### config.mk
export PLATFORM = sky130hd
export DESIGN_NAME = mac_ir_saturator
export DESIGN_NICKNAME = d
export VERILOG_FILES = /design/src/rtl/mac_sat_pkg.sv /design/src/rtl/ir_clamp_lane.sv /design/src/rtl/sat_flag_merge.sv /design/src/rtl/mac_ir_saturator.sv
export SDC_FILE = /design/constraint.sdc
export NUM_CORES = 1
export LEC_CHECK = 0
export BUFFER_PORTS_ARGS = -buffer_cell sky130_fd_sc_hd__buf_4
export CORE_AREA = 5 5 72 139
export CTS_BUF_LIST = sky130_fd_sc_hd__clkbuf_2
export CTS_CLUSTER_SIZE = 40
export DETAILED_ROUTE_END_ITERATION = 16
export DIE_AREA = 0 0 77 144
export GPL_ROUTABILITY_DRIVEN = 1
export PLACE_DENSITY = 0.92
export SETUP_SLACK_MARGIN = 0.05
export SLEW_MARGIN = 20
export SYNTH_ARGS = -nofsm -noshare
export SYNTH_HDL_FRONTEND = slang
export SYNTH_SLANG_ARGS = --single-unit
### constraint.sdc
create_clock -name clk -period 2.1 [get_ports clk]
set_clock_uncertainty 0.1 [all_clocks]
set_input_delay 0.105 -clock clk [delete_from_list [all_inputs] [get_ports clk]]
set_output_delay 0.105 -clock clk [all_outputs]
set_load 0.005 [all_outputs]
### src/rtl/mac_sat_pkg.sv
// Package: shared types for the accumulator saturator.
// Assumes: consumers only need to know the direction of a clamp.
package mac_sat_pkg;

    // Outcome of narrowing a single lane.
    typedef enum logic [1:0] {
        SAT_NONE = 2'b00,
        SAT_HIGH = 2'b01,
        SAT_LOW  = 2'b10
    } sat_kind_e;

endpackage

### src/rtl/ir_clamp_lane.sv
// Module: narrows one signed accumulator to the signed IR_W-bit range and
// sign-extends the result to OUT_W bits.
// Assumes: OUT_W > IR_W, IR_W <= ACC_W, and IR_W <= 31.
module ir_clamp_lane
    import mac_sat_pkg::*;
#(
    parameter int ACC_W = 32,
    parameter int IR_W  = 16,
    parameter int OUT_W = 32
) (
    input  logic signed [ACC_W-1:0] acc_i,
    input  logic                    floor_zero_i,
    output logic signed [OUT_W-1:0] value_o,
    output sat_kind_e               kind_o
);

    localparam logic signed [ACC_W-1:0] POS_LIM = ACC_W'((1 << (IR_W - 1)) - 1);
    localparam logic signed [ACC_W-1:0] NEG_LIM = ~POS_LIM;

    logic signed [ACC_W-1:0] narrowed;

    // Choose the limit that applies and note which side clipped.
    always_comb begin
        narrowed = acc_i;
        kind_o   = SAT_NONE;
        if (acc_i > POS_LIM) begin
            narrowed = POS_LIM;
            kind_o   = SAT_HIGH;
        end else if (floor_zero_i && acc_i < 0) begin
            narrowed = '0;
            kind_o   = SAT_LOW;
        end else if (acc_i < NEG_LIM) begin
            narrowed = NEG_LIM;
            kind_o   = SAT_LOW;
        end
    end

    // Sign-extend the narrowed value from its top in-range bit.
    always_comb begin
        value_o = {{(OUT_W - IR_W){narrowed[IR_W-1]}}, narrowed[IR_W-1:0]};
    end

endmodule

### src/rtl/sat_flag_merge.sv
// Module: ORs per-lane saturation bits into a status word, or passes the
// word through untouched when bypass is asserted.
// Assumes: every entry of LANE_POS and SUM_BIT is below FLAG_W.
module sat_flag_merge #(
    parameter int               FLAG_W   = 32,
    parameter int               LANES    = 3,
    parameter logic [LANES*8-1:0] LANE_POS = {8'd22, 8'd23, 8'd24},
    parameter logic [LANES-1:0] SUM_MASK = 3'b011,
    parameter int               SUM_BIT  = 31
) (
    input  logic [LANES-1:0]  sat_i,
    input  logic [FLAG_W-1:0] flag_i,
    input  logic              bypass_i,
    output logic [FLAG_W-1:0] flag_o
);

    logic [FLAG_W-1:0] raised;

    // Collect per-lane bits plus the summary bit for the lanes that feed it.
    always_comb begin
        raised = '0;
        for (int k = 0; k < LANES; k++) begin
            if (sat_i[k]) begin
                raised[LANE_POS[k*8 +: 8]] = 1'b1;
                if (SUM_MASK[k]) begin
                    raised[SUM_BIT] = 1'b1;
                end
            end
        end
    end

    // Merge into the incoming word unless bypassed.
    always_comb begin
        flag_o = bypass_i ? flag_i : (flag_i | raised);
    end

endmodule

### src/rtl/mac_ir_saturator.sv
// Module: top of the accumulator-to-intermediate saturator. Three lanes are
// clamped in parallel, their saturation events merged into the status word,
// and everything registered for one cycle.
// Assumes: in_valid_i is a one-cycle strobe per operand set; outputs hold
// between strobes.
module mac_ir_saturator
    import mac_sat_pkg::*;
#(
    parameter int ACC_W   = 32,
    parameter int IR_W    = 16,
    parameter int OUT_W   = 32,
    parameter int FLAG_W  = 32,
    parameter int L1_BIT  = 24,
    parameter int L2_BIT  = 23,
    parameter int L3_BIT  = 22,
    parameter int SUM_BIT = 31
) (
    input  logic                    clk,
    input  logic                    rst_n,
    input  logic                    in_valid_i,
    input  logic signed [ACC_W-1:0] acc1_i,
    input  logic signed [ACC_W-1:0] acc2_i,
    input  logic signed [ACC_W-1:0] acc3_i,
    input  logic                    floor_zero_i,
    input  logic                    flag_bypass_i,
    input  logic [FLAG_W-1:0]       flag_i,
    output logic                    out_valid_o,
    output logic signed [OUT_W-1:0] ir1_o,
    output logic signed [OUT_W-1:0] ir2_o,
    output logic signed [OUT_W-1:0] ir3_o,
    output logic [FLAG_W-1:0]       flag_o
);

    localparam int                 LANES    = 3;
    localparam logic [LANES*8-1:0] LANE_POS = {8'(L3_BIT), 8'(L2_BIT), 8'(L1_BIT)};
    localparam logic [LANES-1:0]   SUM_MASK = 3'b011;
    localparam logic signed [OUT_W-1:0] POS_LIM = OUT_W'((1 << (IR_W - 1)) - 1);
    localparam logic signed [OUT_W-1:0] NEG_LIM = ~POS_LIM;

    logic signed [ACC_W-1:0] acc_arr [LANES];
    logic signed [OUT_W-1:0] val_arr [LANES];
    sat_kind_e               kind_arr [LANES];
    logic [LANES-1:0]        sat_vec;
    logic [FLAG_W-1:0]       flag_next;

    // Gather the lane operands into an array for the generate loop.
    always_comb begin
        acc_arr[0] = acc1_i;
        acc_arr[1] = acc2_i;
        acc_arr[2] = acc3_i;
    end

    for (genvar g = 0; g < LANES; g++) begin : g_lane
        ir_clamp_lane #(
            .ACC_W (ACC_W),
            .IR_W  (IR_W),
            .OUT_W (OUT_W)
        ) clamp_i (
            .acc_i        (acc_arr[g]),
            .floor_zero_i (floor_zero_i),
            .value_o      (val_arr[g]),
            .kind_o       (kind_arr[g])
        );
        // Reduce a lane's outcome to a single saturation bit.
        assign sat_vec[g] = (kind_arr[g] != SAT_NONE);
    end

    sat_flag_merge #(
        .FLAG_W   (FLAG_W),
        .LANES    (LANES),
        .LANE_POS (LANE_POS),
        .SUM_MASK (SUM_MASK),
        .SUM_BIT  (SUM_BIT)
    ) merge_i (
        .sat_i    (sat_vec),
        .flag_i   (flag_i),
        .bypass_i (flag_bypass_i),
        .flag_o   (flag_next)
    );

    // Output stage: load on a strobe, hold otherwise, clear on reset.
    always_ff @(posedge clk) begin
        if (!rst_n) begin
            out_valid_o <= 1'b0;
            ir1_o       <= '0;
            ir2_o       <= '0;
            ir3_o       <= '0;
            flag_o      <= '0;
        end else begin
            out_valid_o <= in_valid_i;
            if (in_valid_i) begin
                ir1_o  <= val_arr[0];
                ir2_o  <= val_arr[1];
                ir3_o  <= val_arr[2];
                flag_o <= flag_next;
            end
        end
    end

    // no result ever exceeds the upper limit.
    a_r1_upper_bound: assert property (@(posedge clk) disable iff (!rst_n)
        out_valid_o |-> (ir1_o <= POS_LIM && ir2_o <= POS_LIM && ir3_o <= POS_LIM));

    // a large lane 1 operand lands exactly on the upper limit.
    a_r1_high_clip: assert property (@(posedge clk) disable iff (!rst_n)
        out_valid_o && ($signed($past(acc1_i)) > $signed(ACC_W'(POS_LIM))) |-> ir1_o == POS_LIM);

    // a very negative lane 2 operand under the wide floor lands on the lower limit.
    a_r2_low_clip: assert property (@(posedge clk) disable iff (!rst_n)
        out_valid_o && !$past(floor_zero_i) && ($signed($past(acc2_i)) < $signed(ACC_W'(NEG_LIM)))
        |-> ir2_o == NEG_LIM);

    // with the zero floor no result is negative.
    a_r3_zero_floor: assert property (@(posedge clk) disable iff (!rst_n)
        out_valid_o && $past(floor_zero_i) |-> (!ir1_o[OUT_W-1] && !ir2_o[OUT_W-1] && !ir3_o[OUT_W-1]));

    // a fresh lane 1 flag under update always comes with the summary bit.
    a_r4_l1_summary: assert property (@(posedge clk) disable iff (!rst_n)
        out_valid_o && !$past(flag_bypass_i) && flag_o[L1_BIT] && !$past(flag_i[L1_BIT])
        |-> flag_o[SUM_BIT]);

    // the summary bit never rises without lane 1, lane 2 or the incoming word.
    a_r5_no_l3_summary: assert property (@(posedge clk) disable iff (!rst_n)
        out_valid_o && !$past(flag_i[SUM_BIT]) && !flag_o[L1_BIT] && !flag_o[L2_BIT]
        |-> !flag_o[SUM_BIT]);

    // incoming status bits are never cleared.
    a_r6_or_merge: assert property (@(posedge clk) disable iff (!rst_n)
        out_valid_o |-> (flag_o & $past(flag_i)) == $past(flag_i));

    // bypass hands the status word through unchanged.
    a_r7_bypass: assert property (@(posedge clk) disable iff (!rst_n)
        out_valid_o && $past(flag_bypass_i) |-> flag_o == $past(flag_i));

    // an output strobe always follows an input strobe.
    a_r8_latency: assert property (@(posedge clk) disable iff (!rst_n)
        out_valid_o |-> $past(in_valid_i));

    // results hold when no operand set arrives.
    a_r8_hold: assert property (@(posedge clk) disable iff (!rst_n)
        !in_valid_i |=> ($stable(ir1_o) && $stable(ir2_o) && $stable(ir3_o) && $stable(flag_o)));

    // results are sign-extended from the top in-range bit.
    a_r8_sign_ext: assert property (@(posedge clk) disable iff (!rst_n)
        out_valid_o |-> (ir3_o[OUT_W-1:IR_W-1] == '0 || ir3_o[OUT_W-1:IR_W-1] == '1));

    // reset clears the output stage.
    a_r9_reset_clear: assert property (@(posedge clk)
        !rst_n |=> (!out_valid_o && ir1_o == '0 && ir2_o == '0 && ir3_o == '0 && flag_o == '0));

endmodule

==> results of run 1 <==
logic make-up after synthesis:
family | after synthesis | share of synthesized area (%)
flip-flops | 81 | 45.2
buffers and inverters | 78 | 14.2
AO/OA/AOI/OAI | 112 | 17.0
AND/OR/NAND/NOR | 111 | 15.9
multiplexers | 28 | 7.81
cells in the mapped netlist, drive strengths merged:
master and n:
nand4 10, or4 3, dfxtp 81, nand2b 2
a21o 3, nor2 45, nand3 1, buf 58
o21ai 52, a21boi 2, a41o 3, nor4 12
a31oi 3, nand4b 1, o22ai 1, nor2b 28
o2111ai 2, nand2 7, and2 2, inv 5
a21oi 45, clkbuf 15, a41oi 1, mux2i 28
through the flow:
stage	area (um^2)	setup WS (ns)	hold slack [ns]	util [%]	cells
after detailed placement	5250	0.312	0.252	59.1	705
after global placement	5250	0.343	0.246	59.1	705
after floorplan	3590	0.549	0.151	-	410
==> impl_metrics.py, run 1 <==
metrics = {
    "synthesis": {
        "synth-seq-area-share_pct": 45.2,
        "yosys.cell_types.count": 30,
        "netlist_instances": 410,
        "syn_avg_cell_area_um2": 8.76,
        "synth_area_um2": 3590,
        "synth_top_area_share_pct": 45.2,
        "syn_nets": 543,
        "yosys-top-cells-area": "dfxtp_1 (45%), buf_4 (10%), mux2i_1 (7.8%)",
        "synth-seq-cells": 81,
        "yosysWarnings": 0,
        "synth_largest_area_cell": "dfxtp_1",
    },
    "cts": {
        "post_cts.repair.setup_buffers": 0,
        "clk_path_buf_depth": 2,
        "clockRootBuffer": "clkbuf_2",
        "cts_resized": 0,
        "clock-sinks": 81,
        "h-tree-depth": 3,
        "cts_made_buffers": 9,
        "postCtsHoldBufs": 145,
    },
    "floorplanning": {
        "start_util_pct": 40.4,
        "placementRows": 49,
        "die_x_um": 77,
        "num_io_pins": 262,
        "die_h_um": 144,
    },
    "placement": {
        "globalplace.congestion": 0.880,
        "port_buffers": 261,
        "dpl.hpwl_mm": 10.4,
    },
    "run_status": {
        "stop_stage": "clock tree synthesis",
        "status": "did not finish",
        "error_line": "[ERROR RSZ-0060] Max buffer count reached.",
    },
}
==> inputs of run 2 (changes only) <==
- CORE_AREA: 5 5 72 139 -> 5 5 101 103
- CTS_BUF_LIST: sky130_fd_sc_hd__clkbuf_2 -> default
- CTS_CLUSTER_SIZE: 40 -> default
- DIE_AREA: 0 0 77 144 -> 0 0 106 108
- PLACE_DENSITY: 0.92 -> default
- PLACE_DENSITY_LB_ADDON: default -> 0.15
- SETUP_SLACK_MARGIN: 0.05 -> default
==> run 2 against run 1 <==
The run now ends clean. Area after synthesis did not move. Synthesized cell count did not move.
==> impl_metrics.py, run 2 <==
metrics = {
    "placement": {
        "globalplace.congestion": 0.826,
        "port_buffers": 261,
        "dp_cells": 713,
        "dpl.hpwl_mm": 8.90,
        "dp_slack_ns": 0.370,
    },
    "cells_and_area": {
        "register_area_um2": 1620,
        "layout_common_cells": "buf_4 (264), dfxtp_1 (81), dlygate4sd3_1 (81)",
        "multi_input_area_um2": 1460,
        "instances_no_fill": 810,
        "syn_to_final_growth_pct": 73.8,
        "diodes": 0,
        "largest_register_ffs": 32,
        "final_common_cell": "buf_4",
        "regMostFlops": "flag_o",
        "n_fill_cell": 709,
        "nets": 827,
        "layout-drive-gt1-share_pct": 40.6,
    },
    "sta": {
        "tightestPinTransition_ns": 0.648,
        "slew_violations": 0,
        "maxSlewHeadroom_pct": 56.8,
        "fin_crit_ns": 1.86,
        "hold_viol_final": 0,
        "fmax_mhz": 538,
        "rsz0062_at_grt": "false",
        "period_share_pct": 88.5,
        "whs_ns": 0.0167,
        "setup_violations": 0,
        "fin_setup_tns_ns": 0,
        "worst_slack_ns": 0.241,
    },
    "cts": {
        "cts.reportedPaths.clkPinSlew_ns": 0.08,
        "clockRootBuffer": "clkbuf_8",
        "h-tree-depth": 3,
        "cts_tree": "done",
        "clock_latency_ns": 0.34,
        "clock-sinks": 81,
        "cts_resized": 0,
        "cts_made_buffers": 9,
        "clk_path_buf_depth": 2,
    },
    "critical_path": {
        "crit_slowest_cell": "dlygate4sd3_1",
        "worst-setup-path-type": "in2reg",
        "crit_chain": "buf_4, nand4_1, or4_1, o21ai_1, buf_4, a21o_2, a31oi_1, dlygate4sd3_1",
        "cp_max_fo": 16,
        "critPathMaxStageDelay_ns": 0.57,
        "reg2reg_depth": 3,
        "crit_path_end_kind": "flop",
        "worst_setup_path_start_kind": "input pin",
        "cpMostUsedCell": "buf_4",
        "critical_path_arrival_ns": 1.98,
        "required_ns": 2.22,
    },
    "synthesis": {
        "synth_area_um2": 3590,
        "yosys-top-cells-area": "dfxtp_1 (45%), buf_4 (10%), mux2i_1 (7.8%)",
        "yosysWarnings": 0,
        "synth_edf_count": 0,
        "synth_common_cells": "dfxtp_1 (81), buf_4 (50), o21ai_0 (49)",
        "syn_avg_cell_area_um2": 8.76,
        "yosys.cell_types.count": 30,
        "async_reset_ff_share_pct": 0,
        "syn_nets": 543,
        "synth_top_area_share_pct": 45.2,
        "netlist_instances": 410,
        "yosysMostFrequentCell": "dfxtp_1",
        "ys.flop_type": "dfxtp_1",
        "synth-seq-area-share_pct": 45.2,
        "synth_largest_area_cell": "dfxtp_1",
        "synth-seq-cells": 81,
    },
    "floorplanning": {
        "coreArea_um2": 9110,
        "start_util_pct": 39.4,
        "die_h_um": 108,
        "num_io_pins": 262,
        "die_x_um": 106,
        "placementRows": 35,
        "die-area_um2": 11400,
    },
    "worst_hold_path": {
        "hold_class": "in2reg",
        "holdPathStages": 4,
    },
    "grt": {
        "gr-usage-met3_pct": 7.46,
        "grtUsageMet2_pct": 38.9,
        "grt_antenna_before_repair": 0,
        "overflow": 0,
        "grt_util_met1_pct": 23.9,
        "grt_usage_pct": 21.5,
        "busiest_layer": "met2",
        "grt_pass1_wl_mm": 20.0,
        "grt_pass1_vias": 3984,
        "grt_max_degree": 82,
    },
    "routing": {
        "viasPerCell": 4.83,
        "drc": 0,
        "dr.first_iter.drc_count": 120,
        "drt_wl_total_mm": 12.8,
        "first_pass_iters": 4,
        "vias": 3915,
        "wl_per_cell_um": 15.8,
        "drtAntennaViolNets": 0,
    },
    "power_and_ir_drop": {
        "swShare_pct": 27.0,
        "powerDensity_nw_per_um2": 578,
        "ir_worst_vdd_mv": 0.314,
        "p_total_uw": 3610,
        "power_frac_comb_pct": 23.2,
        "p_sw_uw": 974,
        "power_leakage_uw": 0.00302,
        "pwr-share-clk_pct": 29.6,
        "p_int_uw": 2640,
        "sequentialPowerShare_pct": 47.2,
    },
    "run_status": {
        "status": "completed",
    },
    "run": {
        "drv_cap": 0,
    },
}
[run 2: path summary, 6_finish.rpt]
| check | from | endpoint | slack, ns |
|---|---|---|---|
| worst max-delay path | acc3_i[28] | flag_o[22]$_SDFFE_PN0P_ | 0.24 |
| worst min-delay path | acc2_i[31] | ir2_o[15]$_SDFFE_PN0P_ | 0.02 |
| worst max register to register | flag_o[24]$_SDFFE_PN0P_ | flag_o[24]$_SDFFE_PN0P_ | 0.79 |
| worst min register to register | ir2_o[4]$_SDFFE_PN0P_ | ir2_o[4]$_SDFFE_PN0P_ | 0.40 |
[run 2: repair_timing]
item / CTS / global route
endpoints found under the hold margin: 78 / 0
hold buffers: 81 / 0
setup buffers: 0 / 0
[run 2: cell families after synthesis]
group           count (synthesis)  share of synthesized area, %
compound gates                112                          17.0
buf+inv                        78                          14.2
flops                          81                          45.2
mux                            28                          7.81
simple gates                  111                          15.9
[run 2: metrics by stage]
| step | util (%) | area, um^2 |
|---|---|---|
| 2_1_floorplan | - | 3590 |
| 3_3_place_gp | 57.5 | 5240 |
| 3_5_place_dp | 57.5 | 5240 |
| 4_1_cts | 68.5 | 6240 |
| 5_1_grt | 68.5 | 6240 |
| 6_report | 68.5 | 6240 |
[run 2: layout make-up]
class,instances,share of cell area [%]
clock buffers,10,2.21
clock inverters,6,0.802
inverters,5,0.301
multi-input cells,251,23.4
flip-flops and latches,81,26.0
well taps,111,2.23
repair buffers,346,45.1
[run 2: power by group through the flow]
| stage | registers (uW) | logic, uW | clock network (uW) |
|---|---|---|---|
| floorplan | 1740 | 272 | 0 |
| global placement | 1730 | 699 | 0 |
| detailed placement | 1740 | 709 | 0 |
| CTS | 1700 | 838 | 1100 |
| global route | 1720 | 913 | 1170 |
| finish | 1710 | 837 | 1070 |
[run 2: worst max-delay path: cells and delay by family]
kind | cells | cell delay [ns]
AO/OA/AOI/OAI | 3 | 0.38
buffers and inverters | 3 | 0.90
AND/OR/NAND/NOR | 2 | 0.59
[run 2: metal layers]
layer,routed length [um],up-vias,part of all wire [%]
li1,-,1941,-
met4,231,0,1.8
met1,4900,1783,38
met3,1180,16,9.2
met5,0,-,0
met2,6470,175,51
Power figures use the tool's default switching activity.
==> inputs of run 3 (changes only) <==
- CORE_AREA: 5 5 101 103 -> 5 5 105 107
- DIE_AREA: 0 0 106 108 -> 0 0 110 112
- SETUP_SLACK_MARGIN: default -> 0.5
- clock period: 2.1 -> 1.6 ns (I/O delays scaled with it)
==> run 3 against run 2 <==
Wire length is 11% higher. Cell area is 11% higher. Highest routed layer unchanged. Sequential share of layout area is 2.3 points lower. Worst hold slack better by 0.0030 ns. Largest power group unchanged. Critical path depth is 1 lower.
==> impl_metrics.py, run 3 (synthesis gave the netlist of run 2 again) <==
metrics = {
    "cells_and_area": {
        "largest_register_ffs": 32,
        "diodes": 0,
        "nets": 845,
        "n_fill_cell": 769,
        "final_common_cell": "buf_4",
        "regMostFlops": "flag_o",
        "syn_to_final_growth_pct": 92.3,
        "layout-drive-gt1-share_pct": 47.8,
        "layout_common_cells": "buf_4 (232), dlygate4sd3_1 (80), dfxtp_1 (78)",
    },
    "critical_path": {
        "critical_path_arrival_ns": 1.41,
        "crit_slowest_cell": "or4_4",
        "rr_endpoint": "ir3_o[15]$_SDFFE_PN0P_",
        "critPathMaxStageDelay_ns": 0.56,
        "worst_setup_path_start_kind": "input pin",
        "timing.rr.start": "ir3_o[15]$_SDFFE_PN0P_",
        "critPathTopFamily": "simple AND/OR/NAND/NOR gates",
        "crit_path_end": "ir3_o[8]$_SDFFE_PN0P_",
        "worst-setup-path-type": "in2reg",
        "required_ns": 1.77,
        "crit_path_start": "acc3_i[18]",
        "crit_path_end_kind": "flop",
        "crit_chain": "buf_6, nand4_1, or4_4, o21ai_4, buf_12, a21oi_1, nor2_1",
        "cp.depth": 7,
        "cp_max_fo": 15,
        "reg2reg_depth": 4,
        "r2r_slack_ns": 0.57,
        "critical_path_buf_inv_count": 2,
    },
    "sta": {
        "maxSlewHeadroom_pct": 79.5,
        "slew_violations": 0,
        "setup_violations": 0,
        "whs_ns": 0.0197,
        "period_share_pct": 77.5,
        "rsz0062_at_grt": "true",
        "fin_crit_ns": 1.24,
        "fmax_mhz": 807,
        "fin_setup_tns_ns": 0,
        "hold_viol_final": 0,
        "tightestPinTransition_ns": 0.304,
    },
    "routing": {
        "drc": 0,
        "drt_wl_total_mm": 14.1,
        "route.met3.wl_mm": 1.22,
        "dr_wl_met2_mm": 7.13,
        "first_pass_iters": 4,
        "wl_per_cell_um": 16.6,
        "viasPerCell": 4.75,
        "dr.first_iter.drc_count": 154,
        "vias": 4053,
        "routed.top_layer": "met4",
        "drtAntennaViolNets": 0,
        "met1_length_mm": 5.49,
    },
    "grt": {
        "grt_pass1_vias": 4261,
        "grt_pass1_wl_mm": 21.1,
        "grt_usage_pct": 21.3,
        "grt_antenna_before_repair": 0,
        "grt_max_degree": 46,
        "overflow": 0,
    },
    "cts": {
        "clk_path_buf_depth": 2,
        "clockRootBuffer": "clkbuf_8",
        "cts.reportedPaths.clkPinSlew_ns": 0.09,
        "cts_tree": "done",
        "h-tree-depth": 3,
        "clock_latency_ns": 0.33,
        "cts_made_buffers": 9,
        "clock-sinks": 81,
    },
    "floorplanning": {
        "num_io_pins": 262,
        "coreArea_um2": 10000,
        "placementRows": 37,
        "die-area_um2": 12300,
        "die_h_um": 112,
        "start_util_pct": 35.7,
        "die_x_um": 110,
    },
    "placement": {
        "port_buffers": 261,
        "dpl.hpwl_mm": 9.09,
        "globalplace.congestion": 0.748,
    },
    "run": {
        "drv_cap": 0,
    },
    "power_and_ir_drop": {
        "powerDensity_nw_per_um2": 734,
        "power_leakage_uw": 0.00320,
        "ir_worst_vdd_mv": 0.472,
    },
    "worst_hold_path": {
        "hold_class": "in2reg",
        "min-delay-start": "in_valid_i",
    },
    "run_status": {
        "status": "completed",
    },
}
==> run 3: how the worst min path moves through the flow <==
stage                                   end  slack, ns  cells after the start
global placement     ir1_o[13]$_SDFFE_PN0P_       0.20                      3
finish              flag_o[22]$_SDFFE_PN0P_       0.02                      2
detailed placement   ir3_o[13]$_SDFFE_PN0P_       0.21                      3
global route        flag_o[17]$_SDFFE_PN0P_       0.01                      2
floorplan            ir1_o[11]$_SDFFE_PN0P_       0.11                      2
CTS                 flag_o[22]$_SDFFE_PN0P_     0.0002                      2
==> run 3: routing by layer <==
metal / GRT usage (%) / vias to the layer above
met3: 6.43 / 23
met2: 37.5 / 173
met4: 6.98 / 0
li1: - / 1985
met5: 0 / -
met1: 24.1 / 1872
==> run 3: power by group <==
| group | total, uW | internal (uW) | switching, uW | leakage, uW |
|---|---|---|---|---|
| registers | 2230 | 2150 | 78.8 | 0.000675 |
| clock network | 1570 | 787 | 783 | 0.000109 |
| logic | 1270 | 784 | 484 | 0.00241 |
| total | 5070 | 3720 | 1350 | 0.00320 |
==> run 3: cell type report <==
cell class / count / area (um^2) / share of cell area, %
Clock buffer: 10 / 138 / 1.99
Sequential cell: 81 / 1630 / 23.7
Tap cell: 136 / 170 / 2.47
Timing Repair Buffer: 364 / 3240 / 46.9
Inverter: 5 / 18.8 / 0.272
Clock inverter: 6 / 72.6 / 1.05
Multi-Input combinational cell: 251 / 1640 / 23.7
==> run 3: repair_timing <==
item	CTS	global route
gates cloned	2	2
pin swaps	18	5
setup buffers	1	4
resized for setup	29	31
endpoints found under the setup margin	101	100
hold endpoints to repair	79	0
hold buffers	80	0
==> run 3: worst reg2reg max path: stages, from the launching register on <==
cell,delay [ns]
dfxtp_4,0.39
clkbuf_16,0.15
buf_4,0.10
nand2b_1,0.04
a21boi_0,0.16
==> run 3: per-stage QoR <==
| stage | cells | setup WS (ns) | power, uW | cell area (um^2) | utilization, % |
|---|---|---|---|---|---|
| after CTS | 847 | 0.415 | 5080 | 6720 | 66.9 |
| after floorplan | 410 | 0.190 | 2670 | 3730 | - |
| after detailed placement | 748 | 0.0221 | 3290 | 5560 | 55.4 |
| after global routing | 853 | 0.352 | 5350 | 6900 | 68.7 |
| after global placement | 748 | 0.0487 | 3270 | 5560 | 55.4 |
| final | 853 | 0.361 | 5070 | 6900 | 68.7 |
